<file path="src/rtl/acc_alu_pkg.sv">
package acc_alu_pkg;
  typedef enum logic [2:0] {
    OP_ADD = 3'd0,
    OP_ADC = 3'd1,
    OP_SUB = 3'd2,
    OP_SBB = 3'd3,
    OP_AND = 3'd4,
    OP_XOR = 3'd5,
    OP_OR  = 3'd6,
    OP_CMP = 3'd7
  } alu_op_e;

  typedef struct packed {
    logic s;
    logic z;
    logic ac;
    logic p;
    logic cy;
  } flags_t;
endpackage

</file>
<file path="src/rtl/acc_alu_arith.sv">
module acc_alu_arith #(
  parameter int W   = 8,
  parameter int NIB = 4
) (
  input  logic [W-1:0] a_i,
  input  logic [W-1:0] b_i,
  input  logic         sub_i,
  input  logic         cin_i,
  output logic [W-1:0] res_o,
  output logic         cy_o,
  output logic         hc_o
);
  localparam int HI = W - NIB;

  logic [W-1:0]  bx;
  logic          c0;
  logic [NIB:0]  lo;
  logic [HI:0]   hi;

  always_comb begin
    bx    = sub_i ? ~b_i : b_i;
    // subtraction adds the complement; a borrow-in lowers the injected one
    c0    = sub_i ? ~cin_i : cin_i;
    lo    = {1'b0, a_i[NIB-1:0]} + {1'b0, bx[NIB-1:0]} + {{NIB{1'b0}}, c0};
    hi    = {1'b0, a_i[W-1:NIB]} + {1'b0, bx[W-1:NIB]} + {{HI{1'b0}}, lo[NIB]};
    res_o = {hi[HI-1:0], lo[NIB-1:0]};
    hc_o  = lo[NIB];
    cy_o  = sub_i ? ~hi[HI] : hi[HI];
  end
endmodule

</file>
<file path="src/rtl/acc_alu_logic.sv">
module acc_alu_logic #(
  parameter int W = 8
) (
  input  acc_alu_pkg::alu_op_e op_i,
  input  logic [W-1:0]         a_i,
  input  logic [W-1:0]         b_i,
  output logic [W-1:0]         res_o,
  output logic                 ac_o
);
  import acc_alu_pkg::*;

  always_comb begin
    unique case (op_i)
      OP_AND:  begin res_o = a_i & b_i; ac_o = 1'b1; end
      OP_XOR:  begin res_o = a_i ^ b_i; ac_o = 1'b0; end
      default: begin res_o = a_i | b_i; ac_o = 1'b0; end
    endcase
  end
endmodule

</file>
<file path="src/rtl/acc_alu_cond.sv">
module acc_alu_cond #(
  parameter int W = 8
) (
  input  logic [W-1:0] res_i,
  output logic         z_o,
  output logic         s_o,
  output logic         p_o
);
  always_comb begin
    z_o = (res_i == '0);
    s_o = res_i[W-1];
    p_o = ~(^res_i);
  end
endmodule

</file>
<file path="src/rtl/acc_alu.sv">
module acc_alu #(
  parameter int W   = 8,
  parameter int NIB = 4
) (
  input  logic         clk,
  input  logic         rst,
  input  logic         exec_i,
  input  logic [2:0]   op_i,
  input  logic [W-1:0] opnd_i,
  input  logic         cin_i,
  output logic [W-1:0] acc_o,
  output logic         sf_o,
  output logic         zf_o,
  output logic         acf_o,
  output logic         pf_o,
  output logic         cy_o,
  output logic [7:0]   flags_o
);
  import acc_alu_pkg::*;

  alu_op_e      op;
  logic         is_sub, is_logic, use_cin;
  logic [W-1:0] acc_q, a_res, l_res, res;
  logic         a_cy, a_hc, l_ac;
  logic         n_z, n_s, n_p;
  flags_t       fl_q, fl_n;

  always_comb begin
    op       = alu_op_e'(op_i);
    is_sub   = (op == OP_SUB) || (op == OP_SBB) || (op == OP_CMP);
    is_logic = (op == OP_AND) || (op == OP_XOR) || (op == OP_OR);
    use_cin  = (op == OP_ADC) || (op == OP_SBB);
  end

  acc_alu_arith #(.W(W), .NIB(NIB)) u_arith (
    .a_i(acc_q), .b_i(opnd_i), .sub_i(is_sub), .cin_i(use_cin & cin_i),
    .res_o(a_res), .cy_o(a_cy), .hc_o(a_hc)
  );

  acc_alu_logic #(.W(W)) u_logic (
    .op_i(op), .a_i(acc_q), .b_i(opnd_i), .res_o(l_res), .ac_o(l_ac)
  );

  assign res = is_logic ? l_res : a_res;

  acc_alu_cond #(.W(W)) u_cond (
    .res_i(res), .z_o(n_z), .s_o(n_s), .p_o(n_p)
  );

  always_comb begin
    fl_n.s  = n_s;
    fl_n.z  = n_z;
    fl_n.p  = n_p;
    fl_n.ac = is_logic ? l_ac : a_hc;
    fl_n.cy = is_logic ? 1'b0 : a_cy;
  end

  always_ff @(posedge clk) begin
    if (rst) begin
      acc_q <= '0;
      fl_q  <= '0;
    end else if (exec_i) begin
      if (op != OP_CMP) acc_q <= res;
      fl_q <= fl_n;
    end
  end

  assign acc_o   = acc_q;
  assign sf_o    = fl_q.s;
  assign zf_o    = fl_q.z;
  assign acf_o   = fl_q.ac;
  assign pf_o    = fl_q.p;
  assign cy_o    = fl_q.cy;
  assign flags_o = {fl_q.s, fl_q.z, 1'b0, fl_q.ac, 1'b0, fl_q.p, 1'b1, fl_q.cy};

  AST_IDLE_HOLD: assert property (@(posedge clk) disable iff (rst)
    !exec_i |=> ($stable(acc_o) && $stable(flags_o)));
  AST_CMP_KEEPS_ACC: assert property (@(posedge clk) disable iff (rst)
    (exec_i && op_i == 3'd7) |=> acc_o == $past(acc_o));
  AST_LOGIC_NO_CARRY: assert property (@(posedge clk) disable iff (rst)
    (exec_i && op_i[2] && op_i != 3'd7) |=> !cy_o);
  AST_ZERO_TRACKS: assert property (@(posedge clk) disable iff (rst)
    (exec_i && op_i != 3'd7) |=> (zf_o == (acc_o == '0)));
  AST_SIGN_TRACKS: assert property (@(posedge clk) disable iff (rst)
    (exec_i && op_i != 3'd7) |=> (sf_o == acc_o[W-1]));
  AST_PARITY_TRACKS: assert property (@(posedge clk) disable iff (rst)
    (exec_i && op_i != 3'd7) |=> (pf_o == ~(^acc_o)));
endmodule

</file>
<file path="config.mk">
export PLATFORM = sky130hd
export DESIGN_NAME = acc_alu
export DESIGN_NICKNAME = d
export VERILOG_FILES = /design/src/rtl/acc_alu_pkg.sv /design/src/rtl/acc_alu_arith.sv /design/src/rtl/acc_alu_logic.sv /design/src/rtl/acc_alu_cond.sv /design/src/rtl/acc_alu.sv
export SDC_FILE = /design/constraint.sdc
export NUM_CORES = 1
export LEC_CHECK = 0
export BUFFER_PORTS_ARGS = -buffer_cell sky130_fd_sc_hd__buf_2
export CORE_MARGIN = 5
export CORE_UTILIZATION = 53
export DETAILED_ROUTE_END_ITERATION = 6
export HOLD_SLACK_MARGIN = 0.1
export PLACE_DENSITY_LB_ADDON = 0.12
export SYNTH_ARGS = -nofsm -noshare
export SYNTH_HDL_FRONTEND = slang
export SYNTH_SLANG_ARGS = --single-unit
</file>
<file path="constraint.sdc">
create_clock -name clk -period 10.78 [get_ports clk]
set_clock_uncertainty 0.15 [all_clocks]
set_input_delay 0.539 -clock clk [delete_from_list [all_inputs] [get_ports clk]]
set_output_delay 0.539 -clock clk [all_outputs]
set_load 0.05 [all_outputs]
</file>
==> results.toml, run 1 <==
[placed_design]
gp_congestion = 0.874
place.detailed.hpwl_mm = 2.72
dpl.cell_count = 232
placed_area_um2 = 1660
portBuffers = 32

[logic_synthesis]
synth_edf_count = 0
synth.distinct_cells = 45
synth-async-reset-ratio_pct = 0
synth-seq-cells = 13
synth_top_area_cell = "ha_1"
yosysTopAreaCellShare_pct = 20.7
yosysSeqAreaShare_pct = 16.6
ys_warn_count = 0
synth_area_um2 = 1570
ys.flop_type = "dfxtp_1"
syn_area_per_cell_um2 = 8.57
synth_commonest_cells = "ha_1 (26), inv_1 (21), a21oi_1 (13), dfxtp_1 (13), xnor2_1 (12)"
synthTopCellsByArea = "ha_1 (21%), dfxtp_1 (17%), xnor2_1 (6.7%), fa_1 (5.1%), inv_1 (5.0%)"
synthCells = 183
yosysMostFrequentCell = "ha_1"

[grt]
antenna_found_initial = 0
grt_max_degree = 21
grt_pass1_wl_mm = 5.82
grt_usage_pct = 17.1
gr-total-overflow = 0
grt_pass1_vias = 1253

[worst_setup_path]
max_stage_delay_ns = 0.44
cp.arrival_ns = 4.51
cp.required_ns = 10.80
startpoint_type = "input pin"
cpMostUsedCell = "fa_1"
path_cells = "buf_2 -> nand2b_1 -> nand2_4 -> xnor2_1 -> fa_1 -> fa_1 -> a21o_1 -> a21oi_1 -> fa_1 -> inv_1 -> fa_1 -> xor2_1 -> o21ai_0 -> ha_1 -> xnor2_1 -> xnor2_1 -> mux2i_1 -> nor2_1"
path_class = "in2reg"
slowest_stage = "fa_1"
critPathCaptureType = "flip-flop"
cp_max_fo = 17

[layout]
instances_no_fill = 236
syn2layout_area_growth_pct = 7.26
fillers = 278
layout-drive-gt1-share_pct = 21.5
fin_util_pct = 60.0
fin_area_um2 = 1680
n_antenna_cell = 0
multiInputGateArea_um2 = 1120
regArea_um2 = 260
layout.nets = 251

[clock_tree]
clock_sinks = 13
tritoncts = "done"
clockRootBuffer = "clkbuf_4"
insertion_delay_ns = 0.28
cts_buffers = 3
clk_pin_slew_ns = 0.08
cts_max_level = 1
cts_resized = 0
cts_buffer_depth = 2
post-cts-setup-buffers = 0
ctsHoldBuffers = 0

[floorplanning]
boundaryPins = 36
fp.dieW_um = 64.4
fp.coreArea_um2 = 2810
fp.dieH_um = 64.4
start_util_pct = 55.9
die_area_um2 = 4150
rows = 19

[run]
maxCapViolations = 0

[detailed_routing]
postRouteAntennaNets = 0
dr.pass1.iters = 4
vias = 1305
via_per_inst = 5.53
wl_per_cell_um = 14.3
drt_iter0_drc = 67
route.detailed.drc = 0
routed_wirelength_mm = 3.39

[power_and_ir_drop]
power.density_nw_per_um2 = 137
power_uw = 230
ir_drop_v = 0.000148
power.leakage_uw = 0.000865

[sta]
slew_viol_final = 0
setup_viol = 0
rsz0062_at_grt = "false"
max_freq_mhz = 223
finalCritPeriodShare_pct = 41.6
post-route-min-period_ns = 4.48
final-hold-violation-count = 0
finalSetupTns_ns = 0

[min_path]
hold_class = "reg2reg"

[outcome]
status = "completed"
per-layer routing:
metal | up-vias | part of all wire, % | routed length, um | track usage, %
li1 | 666 | - | - | -
met1 | 603 | 49 | 1670 | 24.0
met2 | 29 | 45 | 1540 | 27.7
met3 | 7 | 3.5 | 119 | 1.04
met4 | 0 | 1.8 | 61 | 6.60
met5 | - | 0 | 0 | 0
critical path: cells and delay by family:
kind	cells	cell delay (ns)
compound gates	3	0.52
xor+xnor	4	0.68
fa+ha+maj	5	1.82
buf+inv	2	0.37
mux	1	0.13
simple gates	3	0.43
path summary, 6_finish.rpt:
path	startpoint	endpoint	slack (ns)	depth (start not counted)
max	op_i[0]	pf_o	6.30	18
max reg2reg	acc_o[0]	pf_o	7.03	14
min	cy_o	cy_o	0.34	2
min reg2reg	cy_o	cy_o	0.34	2
cells by family (layout without fill, tap and decap cells):
group | count (synthesis) | after routing | share of synthesized area (%)
muxes | 8 | 8 | 5.50
other | 2 | 3 | 0.479
AOI/OAI and AO/OA | 44 | 44 | 19.1
xor gates and xnor gates | 14 | 14 | 7.82
DFF | 13 | 13 | 16.6
adders and majority gates | 30 | 30 | 25.8
buffers and inverters | 36 | 57 | 12.4
and+or+nand+nor | 36 | 36 | 12.3
through the flow:
| stage | hold WS [ns] | setup WS [ns] |
|---|---|---|
| global placement | 0.319 | 6.22 |
| global route | 0.368 | 6.09 |
| CTS | 0.337 | 6.31 |
| detailed placement | 0.326 | 6.04 |
| finish | 0.337 | 6.30 |
| floorplan | 0.454 | 6.53 |
layout by cell type, fill, tap and decap left out, drive strengths merged, types with 5 or more instances in the layout:
| master | n |
|---|---|
| a21oi | 13 |
| buf | 32 |
| dfxtp | 13 |
| ha | 26 |
| inv | 21 |
| mux2i | 6 |
| nand2 | 11 |
| nand3 | 5 |
| nor2 | 8 |
| o21ai | 9 |
| o22ai | 5 |
| xnor2 | 12 |
report_power, final:
group / internal (uW) / total [uW] / switching, uW
logic: 53.0 / 138 / 85.5
registers: 53.8 / 60.7 / 6.86
clock network: 14.4 / 30.6 / 16.2
total: 121 / 230 / 109
area by class of cell:
type                       count  share of cell area (%)
tap                           31                    2.30
sequential                    13                    15.5
timing repair buffer          32                    9.52
clock buffer                   4                    1.56
inverter                      21                    4.68
multi-input combinational    135                    66.5
registers in the layout (all words and copies together) (netlist names):
signal,cells
zf_o,1
acc_o,8
acf_o,1
pf_o,1
sf_o,1
cy_o,1
(Power assumes the default switching activity.)
==> inputs of run 2 (changes only) <==
--- a/config.mk
+++ b/config.mk
@@ -5,6 +5,7 @@
 export SDC_FILE = /design/constraint.sdc
 export NUM_CORES = 1
 export LEC_CHECK = 0
+export ABC_AREA = 1
 export BUFFER_PORTS_ARGS = -buffer_cell sky130_fd_sc_hd__buf_2
 export CORE_MARGIN = 5
 export CORE_UTILIZATION = 53
==> constraint.sdc (replaced) <==
create_clock -name clk -period 4.6 [get_ports clk]
set_clock_uncertainty 0.15 [all_clocks]
set_input_delay 0.23 -clock clk [delete_from_list [all_inputs] [get_ports clk]]
set_output_delay 0.23 -clock clk [all_outputs]
set_load 0.05 [all_outputs]
==> run 2 against run 1 <==
Compared with the run above:
- register-to-register slack got worse by 5.9 ns
- sequential power increased by 130%
- synthesized cell count grew 29%
- routed wire length rose by 13%
- clock power rose to 2.6 times the previous value
- first-iteration DRC count decreased by 1.5%
- hold slack got worse by 0.0099 ns
- design area up 7.0%
- synthesized area grew 3.8%
- combinational power grew 150%
- power is 140% higher
- critical path type unchanged
- critical endpoint unchanged
==> results.toml, run 2 <==
[power_and_ir_drop]
clock_power_share_pct = 13.9
power.share.sequential_pct = 25.3
ir_drop_v = 0.000143
power.leakage_uw = 0.00103
p_comb_share_pct = 60.7
power.density_nw_per_um2 = 311
p_switching_uw = 279
swShare_pct = 49.7
intPower_uw = 281

[floorplanning]
fp.coreArea_um2 = 3000
start_util_pct = 54.2
fp.dieH_um = 65.4
die_area_um2 = 4280
boundaryPins = 36
rows = 20
fp.dieW_um = 65.4

[logic_synthesis]
synth-seq-cells = 13
synth_top_area_cell = "ha_1"
yosysTopAreaCellShare_pct = 20.0
syn_area_per_cell_um2 = 6.90
ys_warn_count = 0
synthTopCellsByArea = "ha_1 (20%), dfxtp_1 (16%), inv_1 (9.9%), nand2_1 (9.7%), nand3_1 (5.5%)"
yosysSeqAreaShare_pct = 16.0
synth_commonest_cells = "inv_1 (43), nand2_1 (42), ha_1 (26), nand3_1 (18), a21oi_1 (15)"
synth.distinct_cells = 30
synth-async-reset-ratio_pct = 0
synthCells = 236
synth_area_um2 = 1630
yosysMostFrequentCell = "inv_1"
synth_edf_count = 0
ys.flop_type = "dfxtp_1"

[detailed_routing]
dr_wl_met2_mm = 1.83
dr_wl_met3_um = 241
routed.top_layer = "met4"
vias = 1518
route.detailed.drc = 0
via_per_inst = 5.11
wl_met1_mm = 1.69
drt_iter0_drc = 66
wl_per_cell_um = 12.9
dr.pass1.iters = 4
postRouteAntennaNets = 0
routed_wirelength_mm = 3.82

[layout]
syn2layout_area_growth_pct = 10.5
layout_commonest_cell = "inv_1"
fin_area_um2 = 1800
mostFrequentLayoutCells = "inv_1 (43), nand2_1 (42), buf_2 (32)"
largest_reg_flops = 8
layout-drive-gt1-share_pct = 17.4
n_antenna_cell = 0
layout.nets = 310

[clock_tree]
cts_buffer_depth = 2
insertion_delay_ns = 0.29
cts_max_level = 1
clock_sinks = 13
tritoncts = "done"
cts_buffers = 3
cts_resized = 0
clk_pin_slew_ns = 0.10
clockRootBuffer = "clkbuf_4"

[min_path]
hp-start = "cy_o"
hold_class = "reg2reg"

[sta]
final-hold-violation-count = 0
slew_viol_final = 0
finalCritPeriodShare_pct = 80.6
max_freq_mhz = 270
setup_viol = 0
post-route-min-period_ns = 3.71
whs_ns = 0.327
rsz0062_at_grt = "false"
finalSetupTns_ns = 0

[worst_setup_path]
critical_path.startpoint = "op_i[0]"
path_class = "in2reg"
critPathCaptureType = "flip-flop"
cp.arrival_ns = 3.75
r2r_start = "acc_o[0]"
cp.required_ns = 4.65
cp_max_fo = 10
max_stage_delay_ns = 0.42
startpoint_type = "input pin"
cpMostUsedCell = "fa_1"
path_cells = "buf_2 -> inv_2 -> a21oi_1 -> buf_4 -> nand2_1 -> o21ai_0 -> fa_1 -> fa_1 -> a21oi_1 -> o21ai_0 -> inv_1 -> fa_1 -> inv_1 -> fa_1 -> xnor2_1 -> nand2_1 -> nand2_1 -> ha_1 -> xnor2_1 -> xnor2_1 -> o21ai_0 -> inv_1"
slowest_stage = "fa_1"

[grt]
grt_pass1_vias = 1470
grt_pass1_wl_mm = 6.63
grt_usage_pct = 20.1
gr-total-overflow = 0
grt_max_degree = 12
antenna_found_initial = 0

[outcome]
status = "completed"

[placed_design]
portBuffers = 32
gp_congestion = 0.891
place.detailed.hpwl_mm = 3.14
placed_area_um2 = 1750

[run]
maxCapViolations = 0
-- run 2: path summary, 6_finish.rpt --
kind / slack [ns] / endpoint / depth (start not counted)
min: 0.33 / cy_o / 2
min reg2reg: 0.33 / cy_o / 2
max: 0.89 / pf_o / 22
max reg2reg: 1.11 / pf_o / 16
-- run 2: cells by family after synthesis --
logic type	share of synthesized area [%]
other cells	0.461
xor+xnor	6.99
simple gates	25.2
buf+inv	16.0
flops	16.0
compound gates	10.5
fa+ha+maj	24.9
-- run 2: area by class of cell --
class                           count  area (um^2)
Inverter                           46          173
Timing Repair Buffer               35          188
Fill cell                         297         1200
Multi-Input combinational cell    166         1110
Sequential cell                    13          260
Tap cell                           33         41.3
Clock buffer                        4         26.3
-- run 2: metal layers --
layer | GRT usage, % | vias up
li1 | - | 788
met1 | 26.8 | 680
met2 | 33.1 | 43
met3 | 2.91 | 7
met4 | 6.48 | 0
met5 | 0 | -
-- run 2: worst max-delay path, delay by kind of cell --
family	cells	cell delay (ns)
buffers and inverters	6	0.65
xor gates and xnor gates	3	0.43
AOI/OAI and AO/OA	5	0.58
and+or+nand+nor	3	0.19
adders and majority gates	5	1.70
-- run 2: power groups by stage --
stage	clock network [uW]	registers, uW	logic (uW)
finish	78.1	142	340
global route	88.9	146	381
CTS	79.2	142	342
detailed placement	0	145	339
global placement	0	145	336
floorplan	0	193	229
-- run 2: what timing repair did --
| action | in CTS | in global routing |
|---|---|---|
| buffers inserted | 0 | 0 |
| endpoints found under the hold margin | 3 | 0 |
| hold buffers | 2 | 0 |
-- run 2: per-stage QoR --
step                      cells  utilization [%]  total power, uW  setup slack (ns)
after CTS                   297             60.0              563             0.898
after global routing        297             60.0              616             0.547
after global placement      291             58.4              481             0.704
after detailed placement    291             58.4              484             0.610
final                       297             60.0              560             0.894
after floorplan             237                -              422             0.958
